==> src/rtl/lnk_pkg.sv <==
package lnk_pkg;
   typedef enum logic {
      LNK_DOWN = 1'b0,
      LNK_UP   = 1'b1
   } lnk_state_e;
endpackage

==> src/rtl/lnk_pulse_gen.sv <==
module lnk_pulse_gen #(
   parameter int PULSE_CYC = 2,
   parameter int IDLE_CYC  = 320000
) (
   input  logic clk,
   input  logic rst_n,
   input  logic tx_active,
   output logic lp_req
);
   localparam int IDLE_W  = $clog2(IDLE_CYC);
   localparam int PULSE_W = $clog2(PULSE_CYC + 1);
   localparam logic [IDLE_W-1:0]  IDLE_LAST = IDLE_W'(IDLE_CYC - 1);
   localparam logic [PULSE_W-1:0] PULSE_LEN = PULSE_W'(PULSE_CYC);

   if (PULSE_CYC < 2) begin : g_bad_pulse
      $error("lnk_pulse_gen: PULSE_CYC must be at least 2");
   end
   if (IDLE_CYC <= PULSE_CYC + 1) begin : g_bad_idle
      $error("lnk_pulse_gen: IDLE_CYC must exceed PULSE_CYC + 1");
   end

   logic [IDLE_W-1:0]  idle_cnt;
   logic [PULSE_W-1:0] pulse_left;

   always_ff @(posedge clk) begin
      if (!rst_n) begin
         idle_cnt   <= '0;
         pulse_left <= '0;
      end else if (tx_active) begin
         idle_cnt   <= '0;
         pulse_left <= '0;
      end else if (idle_cnt == IDLE_LAST) begin
         idle_cnt   <= '0;
         pulse_left <= PULSE_LEN;
      end else begin
         idle_cnt <= idle_cnt + 1'b1;
         if (pulse_left != '0) pulse_left <= pulse_left - 1'b1;
      end
   end

   assign lp_req = (pulse_left != '0);


   tx_quiets_pulse_chk: assert property (@(posedge clk) disable iff (!rst_n)
      tx_active |=> !lp_req);


   pulse_min_width_chk: assert property (@(posedge clk) disable iff (!rst_n)
      $rose(lp_req) |=> (lp_req || $past(tx_active)));
endmodule

==> src/rtl/lnk_monitor.sv <==
module lnk_monitor
   import lnk_pkg::*;
#(
   parameter int LOSS_CYC    = 2000000,
   parameter int GOOD_PULSES = 2
) (
   input  logic clk,
   input  logic rst_n,
   input  logic rx_lp_strobe,
   input  logic rx_active,
   output logic link_up
);
   localparam int LOSS_W = $clog2(LOSS_CYC);
   localparam logic [LOSS_W-1:0] LOSS_LAST = LOSS_W'(LOSS_CYC - 1);

   if (LOSS_CYC < 4) begin : g_bad_loss
      $error("lnk_monitor: LOSS_CYC must be at least 4");
   end
   if (GOOD_PULSES < 1) begin : g_bad_good
      $error("lnk_monitor: GOOD_PULSES must be at least 1");
   end

   lnk_state_e        state;
   logic [LOSS_W-1:0] quiet_cnt;
   logic              loss_hit;
   logic              run_done;

   assign loss_hit = (quiet_cnt == LOSS_LAST);

   if (GOOD_PULSES == 1) begin : g_single
      assign run_done = 1'b1;
   end else begin : g_counted
      localparam int GOOD_W = $clog2(GOOD_PULSES);
      localparam logic [GOOD_W-1:0] GOOD_LAST = GOOD_W'(GOOD_PULSES - 1);
      logic [GOOD_W-1:0] good_cnt;

      always_ff @(posedge clk) begin
         if (!rst_n) begin
            good_cnt <= '0;
         end else if (rx_active || state == LNK_UP) begin
            good_cnt <= '0;
         end else if (rx_lp_strobe) begin
            good_cnt <= (good_cnt == GOOD_LAST) ? '0 : good_cnt + 1'b1;
         end else if (loss_hit) begin
            good_cnt <= '0;
         end
      end

      assign run_done = (good_cnt == GOOD_LAST);
   end

   always_ff @(posedge clk) begin
      if (!rst_n) begin
         state     <= LNK_DOWN;
         quiet_cnt <= '0;
      end else if (rx_active) begin
         state     <= LNK_UP;
         quiet_cnt <= '0;
      end else if (rx_lp_strobe) begin
         quiet_cnt <= '0;
         if (state == LNK_DOWN && run_done) state <= LNK_UP;
      end else if (loss_hit) begin
         state     <= LNK_DOWN;
         quiet_cnt <= '0;
      end else begin
         quiet_cnt <= quiet_cnt + 1'b1;
      end
   end

   assign link_up = (state == LNK_UP);


   rx_data_raises_chk: assert property (@(posedge clk) disable iff (!rst_n)
      rx_active |=> link_up);


   drop_only_when_quiet_chk: assert property (@(posedge clk) disable iff (!rst_n)
      $fell(link_up) |-> $past(!rx_active && !rx_lp_strobe));


   rise_needs_activity_chk: assert property (@(posedge clk) disable iff (!rst_n)
      $rose(link_up) |-> $past(rx_active || rx_lp_strobe));
endmodule

==> src/rtl/lnk_keeper.sv <==
module lnk_keeper #(
   parameter int PULSE_CYC   = 2,
   parameter int IDLE_CYC    = 320000,
   parameter int LOSS_CYC    = 2000000,
   parameter int GOOD_PULSES = 2
) (
   input  logic clk,
   input  logic rst_n,
   input  logic tx_active,
   input  logic rx_lp_strobe,
   input  logic rx_active,
   input  logic lnk_test_off,
   output logic lp_req,
   output logic good_led,
   output logic link_ok
);
   logic link_up;

   lnk_pulse_gen #(
      .PULSE_CYC (PULSE_CYC),
      .IDLE_CYC  (IDLE_CYC)
   ) pgen_i (
      .clk       (clk),
      .rst_n     (rst_n),
      .tx_active (tx_active),
      .lp_req    (lp_req)
   );

   lnk_monitor #(
      .LOSS_CYC    (LOSS_CYC),
      .GOOD_PULSES (GOOD_PULSES)
   ) mon_i (
      .clk          (clk),
      .rst_n        (rst_n),
      .rx_lp_strobe (rx_lp_strobe),
      .rx_active    (rx_active),
      .link_up      (link_up)
   );

   assign link_ok  = link_up | lnk_test_off;
   assign good_led = link_ok;


   override_holds_chk: assert property (@(posedge clk) disable iff (!rst_n)
      lnk_test_off |-> (link_ok && good_led));


   led_tracks_chk: assert property (@(posedge clk) disable iff (!rst_n)
      good_led == link_ok);
endmodule

==> config.mk <==
export PLATFORM = sky130hd
export DESIGN_NAME = lnk_keeper
export DESIGN_NICKNAME = d
export VERILOG_FILES = /design/src/rtl/lnk_pkg.sv /design/src/rtl/lnk_pulse_gen.sv /design/src/rtl/lnk_monitor.sv /design/src/rtl/lnk_keeper.sv
export SDC_FILE = /design/constraint.sdc
export NUM_CORES = 1
export LEC_CHECK = 0
export ABC_AREA = 0
export BUFFER_PORTS_ARGS = -buffer_cell sky130_fd_sc_hd__buf_2
export CAP_MARGIN = 20
export CORE_MARGIN = 10
export CORE_UTILIZATION = 45
export CTS_BUF_LIST = sky130_fd_sc_hd__clkbuf_8
export CTS_CLUSTER_SIZE = 8
export DETAILED_ROUTE_END_ITERATION = 7
export HOLD_SLACK_MARGIN = 0.15
export SYNTH_ARGS = -nofsm -noshare
export SYNTH_HDL_FRONTEND = slang
export SYNTH_SLANG_ARGS = --single-unit
==> constraint.sdc <==
create_clock -name clk -period 5 [get_ports clk]
set_input_delay 0.75 -clock clk [delete_from_list [all_inputs] [get_ports clk]]
set_output_delay 0.75 -clock clk [all_outputs]
set_load 0.02 [all_outputs]
==> reports/metrics.yaml <==
status:
  status: "completed"
timing:
  finalHoldViolations: 0
  setup_viol: 0
  rsz0062_at_grt: "false"
  timing_worst_slew_pin_value_ns: 0.886
  clock.fmax_mhz: 470
  slew-limit-headroom_pct: 40.9
  totalNegativeSetupSlack_ns: 0
  finalWorstSetupSlack_ns: 2.87
  drv_slew: 0
  finalCriticalPeriod_ns: 2.13
  setup_skew_ns: 0.00884
  post-route-period-util_pct: 42.6
flow_run:
  number_of_violations_of_the_max_capacitance_limit: 0
logic_synthesis:
  synth.avg_cell_area_sq_um: 8.68
  synth_fp_nets: 234
  ys_async_sr_fraction_pct: 0
  synthDominantCellAreaShare_pct: 44.9
  ys_ff_latch: 44
  synth_ff_type: "dfxtp_1"
  synthTopCellsByArea: "dfxtp_1 45%, xor2_1 5.4%, nor2_1 5.2%"
  yosys.area.top_type: "dfxtp_1"
  synth.yosys.warnings: 0
  syn_area_sq_um: 1960
  synth_cell_types: 37
  synth_seq_area_share_pct: 44.9
  synthesis.instances: 226
  synth_edf_count: 0
drt:
  drt_pass_1_iters: 4
  drt_wl_total_um: 3540
  first_iter_violations: 66
  number_of_antenna_violating_nets_in_the_routed_design: 0
  wire_per_inst_um: 12.4
  via_count: 1536
  vias_per_cell: 5.39
  detail_route.drc_violations: 0
cts:
  clock_tree.htree_level_count: 2
  cts.sink_count: 44
  clk_transition_reported_paths_ns: 0.08
  cts.repair.resized: 0
  tritoncts: "done"
  ctsRootBufferMaster: "clkbuf_8"
  hold_buffers: 0
  cts_post_setup_buffers_inserted: 0
  clk_path_buf_depth: 2
  worstSkewPairLatency_ns: 0.29
  numCtsBuffers: 5
power_and_ir_drop:
  leakage_nw: 0.688
  powerDensity_nw_per_um2: 291
  post-layout-total-power_uw: 624
  worst_ir_drop_vdd_v: 0.000160
critical_path:
  worstPathBufferInverterCount: 1
  worstReg2RegEnd: "mon_i.quiet_cnt[3]"
  crit_path_max_fanout: 11
  worstPathRequired_ns: 5.18
  ff2ff_setup_slack_ns: 2.87
  cpLargestDelayFamily: "compound AO/OA/AOI/OAI gates"
  cp-start-kind: "flip-flop"
  cp_max_stage_delay_ns: 0.77
  timing.rr.start: "mon_i.quiet_cnt[13]"
  criticalPathCategory: "flip-flop to flip-flop"
  worst-endpoint-arrival_ns: 2.31
  crit_path_top_delay_cell: "o2111ai_1"
  cp_cell_sequence: "nor4b_1 -> nand4b_1 -> o2111ai_1 -> buf_4 -> nor2_1"
  endpoint_type_of_the_worst_setup_path: "flip-flop"
  worst_r2r_path_depth: 5
placement:
  hpwlAfterDp_um: 2590
  dp_slack_ns: 2.84
  numPlacedInstances: 279
  port_buffers: 8
  globalplace.congestion: 0.764
die:
  die_y_um: 86.0
  fp.dieW_um: 86.0
  die_area_sq_um: 7400
  count_of_pins_on_the_block_boundary: 9
  rows: 23
  initial_standard_cell_utilization_of_the_core_pct: 47.6
  core_sq_um: 4120
finish:
  area_growth_pct: 9.38
  nets: 244
  final_core_util_pct: 52.1
  fillerInstances: 400
  layout.area.seq_sq_um: 881
  multiInputGateArea_sq_um: 1010
  antenna_cells: 0
  stdcell_count: 285
  post_route_cells_drive_above_1_share_pct: 8.94
global_route:
  globalRouteOverflowTotal: 0
  grt_pass1_vias: 1463
  first_pass_grt_wire_length_um: 6360
  grt_max_degree: 14
  antenna_found_initial: 0
  global_route.usage.total_pct: 10.4
min_path:
  min_path_type: "flip-flop to flip-flop"
  worstHoldPathCells: 1
  holdCritStartpoint: "pgen_i.pulse_left[0]"
  holdPathEnd: "pgen_i.pulse_left[0]"
-- where the power goes --
part	switching [mW]	leakage (nW)	total, mW	internal, mW
clock network	0.110	0.0501	0.253	0.143
logic	0.0107	0.283	0.0169	0.00622
registers	0.00157	0.355	0.354	0.352
-- worst reg2reg max path, delay by kind of cell, from the launching register on --
family | cells | cell delay, ns
compound gates | 1 | 0.77
simple gates | 3 | 0.58
flops | 1 | 0.35
buf+inv | 1 | 0.32
-- state kept, by name (all words and copies together) (netlist names) --
signal / cells
mon_i.quiet_cnt: 21
pgen_i.idle_cnt: 19
pgen_i.pulse_left: 2
mon_i.g_counted.good_cnt: 1
mon_i.link_up: 1
-- routing by layer --
layer	share of wire, %	GRT usage [%]	vias to the layer above
met5	0	0	-
met1	48	12.1	692
met3	3.7	3.31	9
met4	1.9	4.94	0
li1	-	-	818
met2	46	16.7	17
-- worst max-delay path by stage --
stage	endpoint	from	slack, ns	depth (start not counted)
finish	mon_i.quiet_cnt[3]	mon_i.quiet_cnt[13]	2.87	5
global route	mon_i.quiet_cnt[0]	mon_i.quiet_cnt[13]	2.58	5
CTS	mon_i.quiet_cnt[3]	mon_i.quiet_cnt[13]	2.82	5
detailed placement	mon_i.quiet_cnt[8]	mon_i.quiet_cnt[10]	2.84	5
global placement	mon_i.quiet_cnt[20]	mon_i.quiet_cnt[0]	2.89	5
floorplan	link_ok	lnk_test_off	2.99	2
-- area by class of cell --
type                            instances  share of cell area, %
Clock buffer                            5                   3.21
Clock inverter                          1                   1.40
Inverter                               10                   1.75
Multi-Input combinational cell        165                   47.1
Sequential cell                        44                   41.1
Tap cell                               50                   2.92
Timing Repair Buffer                   10                   2.57
-- logic make-up after synthesis --
logic type | synth area share [%]
xor+xnor | 9.83
fa+ha+maj | 1.28
flops | 44.9
buf+inv | 3.57
simple gates | 29.9
compound gates | 10.5
-- cells in the mapped netlist (2+ instances only) --
master / n
dfxtp_1: 44
nor2_1: 27
a21oi_1: 15
nand2_1: 14
nand3_1: 12
o21ai_0: 12
xor2_1: 12
or3_1: 11
inv_1: 10
xnor2_1: 10
nand4_1: 7
or4_1: 5
and2_1: 4
clkbuf_1: 4
nor3_1: 4
o31ai_1: 4
nor4b_1: 3
and3_1: 2
and4_1: 2
buf_2: 2
ha_1: 2
nand2b_1: 2
nand4b_1: 2
nor4bb_1: 2
or2_2: 2
-- cells in the final DEF, fill, tap and decap left out, types with 2 or more instances in the layout --
master    netlist  routed
a21oi_1        15      15
o21ai_0        12      12
nor3_1          4       4
or2_2           2       2
or3_1          11      11
xnor2_1        10      10
dfxtp_1        44      44
nand4_1         7       7
nor4bb_1        2       2
nand4b_1        2       2
nand2_1        14      14
nor4b_1         3       3
nor2_1         27      27
and3_1          2       2
buf_2           2       8
and4_1          2       2
nand3_1        12      12
inv_1          10      10
or4_1           5       5
o31ai_1         4       4
clkbuf_8        0       5
xor2_1         12      12
nand2b_1        2       2
ha_1            2       2
buf_4           1       2
and2_1          4       4
-- stage by stage --
stage          area, sq um  hold WS, ns
4_1_cts               2140        0.446
6_report              2140        0.439
2_1_floorplan         1960        0.413
5_1_grt               2140        0.467
3_5_place_dp          2050        0.432
3_3_place_gp          2050        0.424
Power figures use the tool's default switching activity.
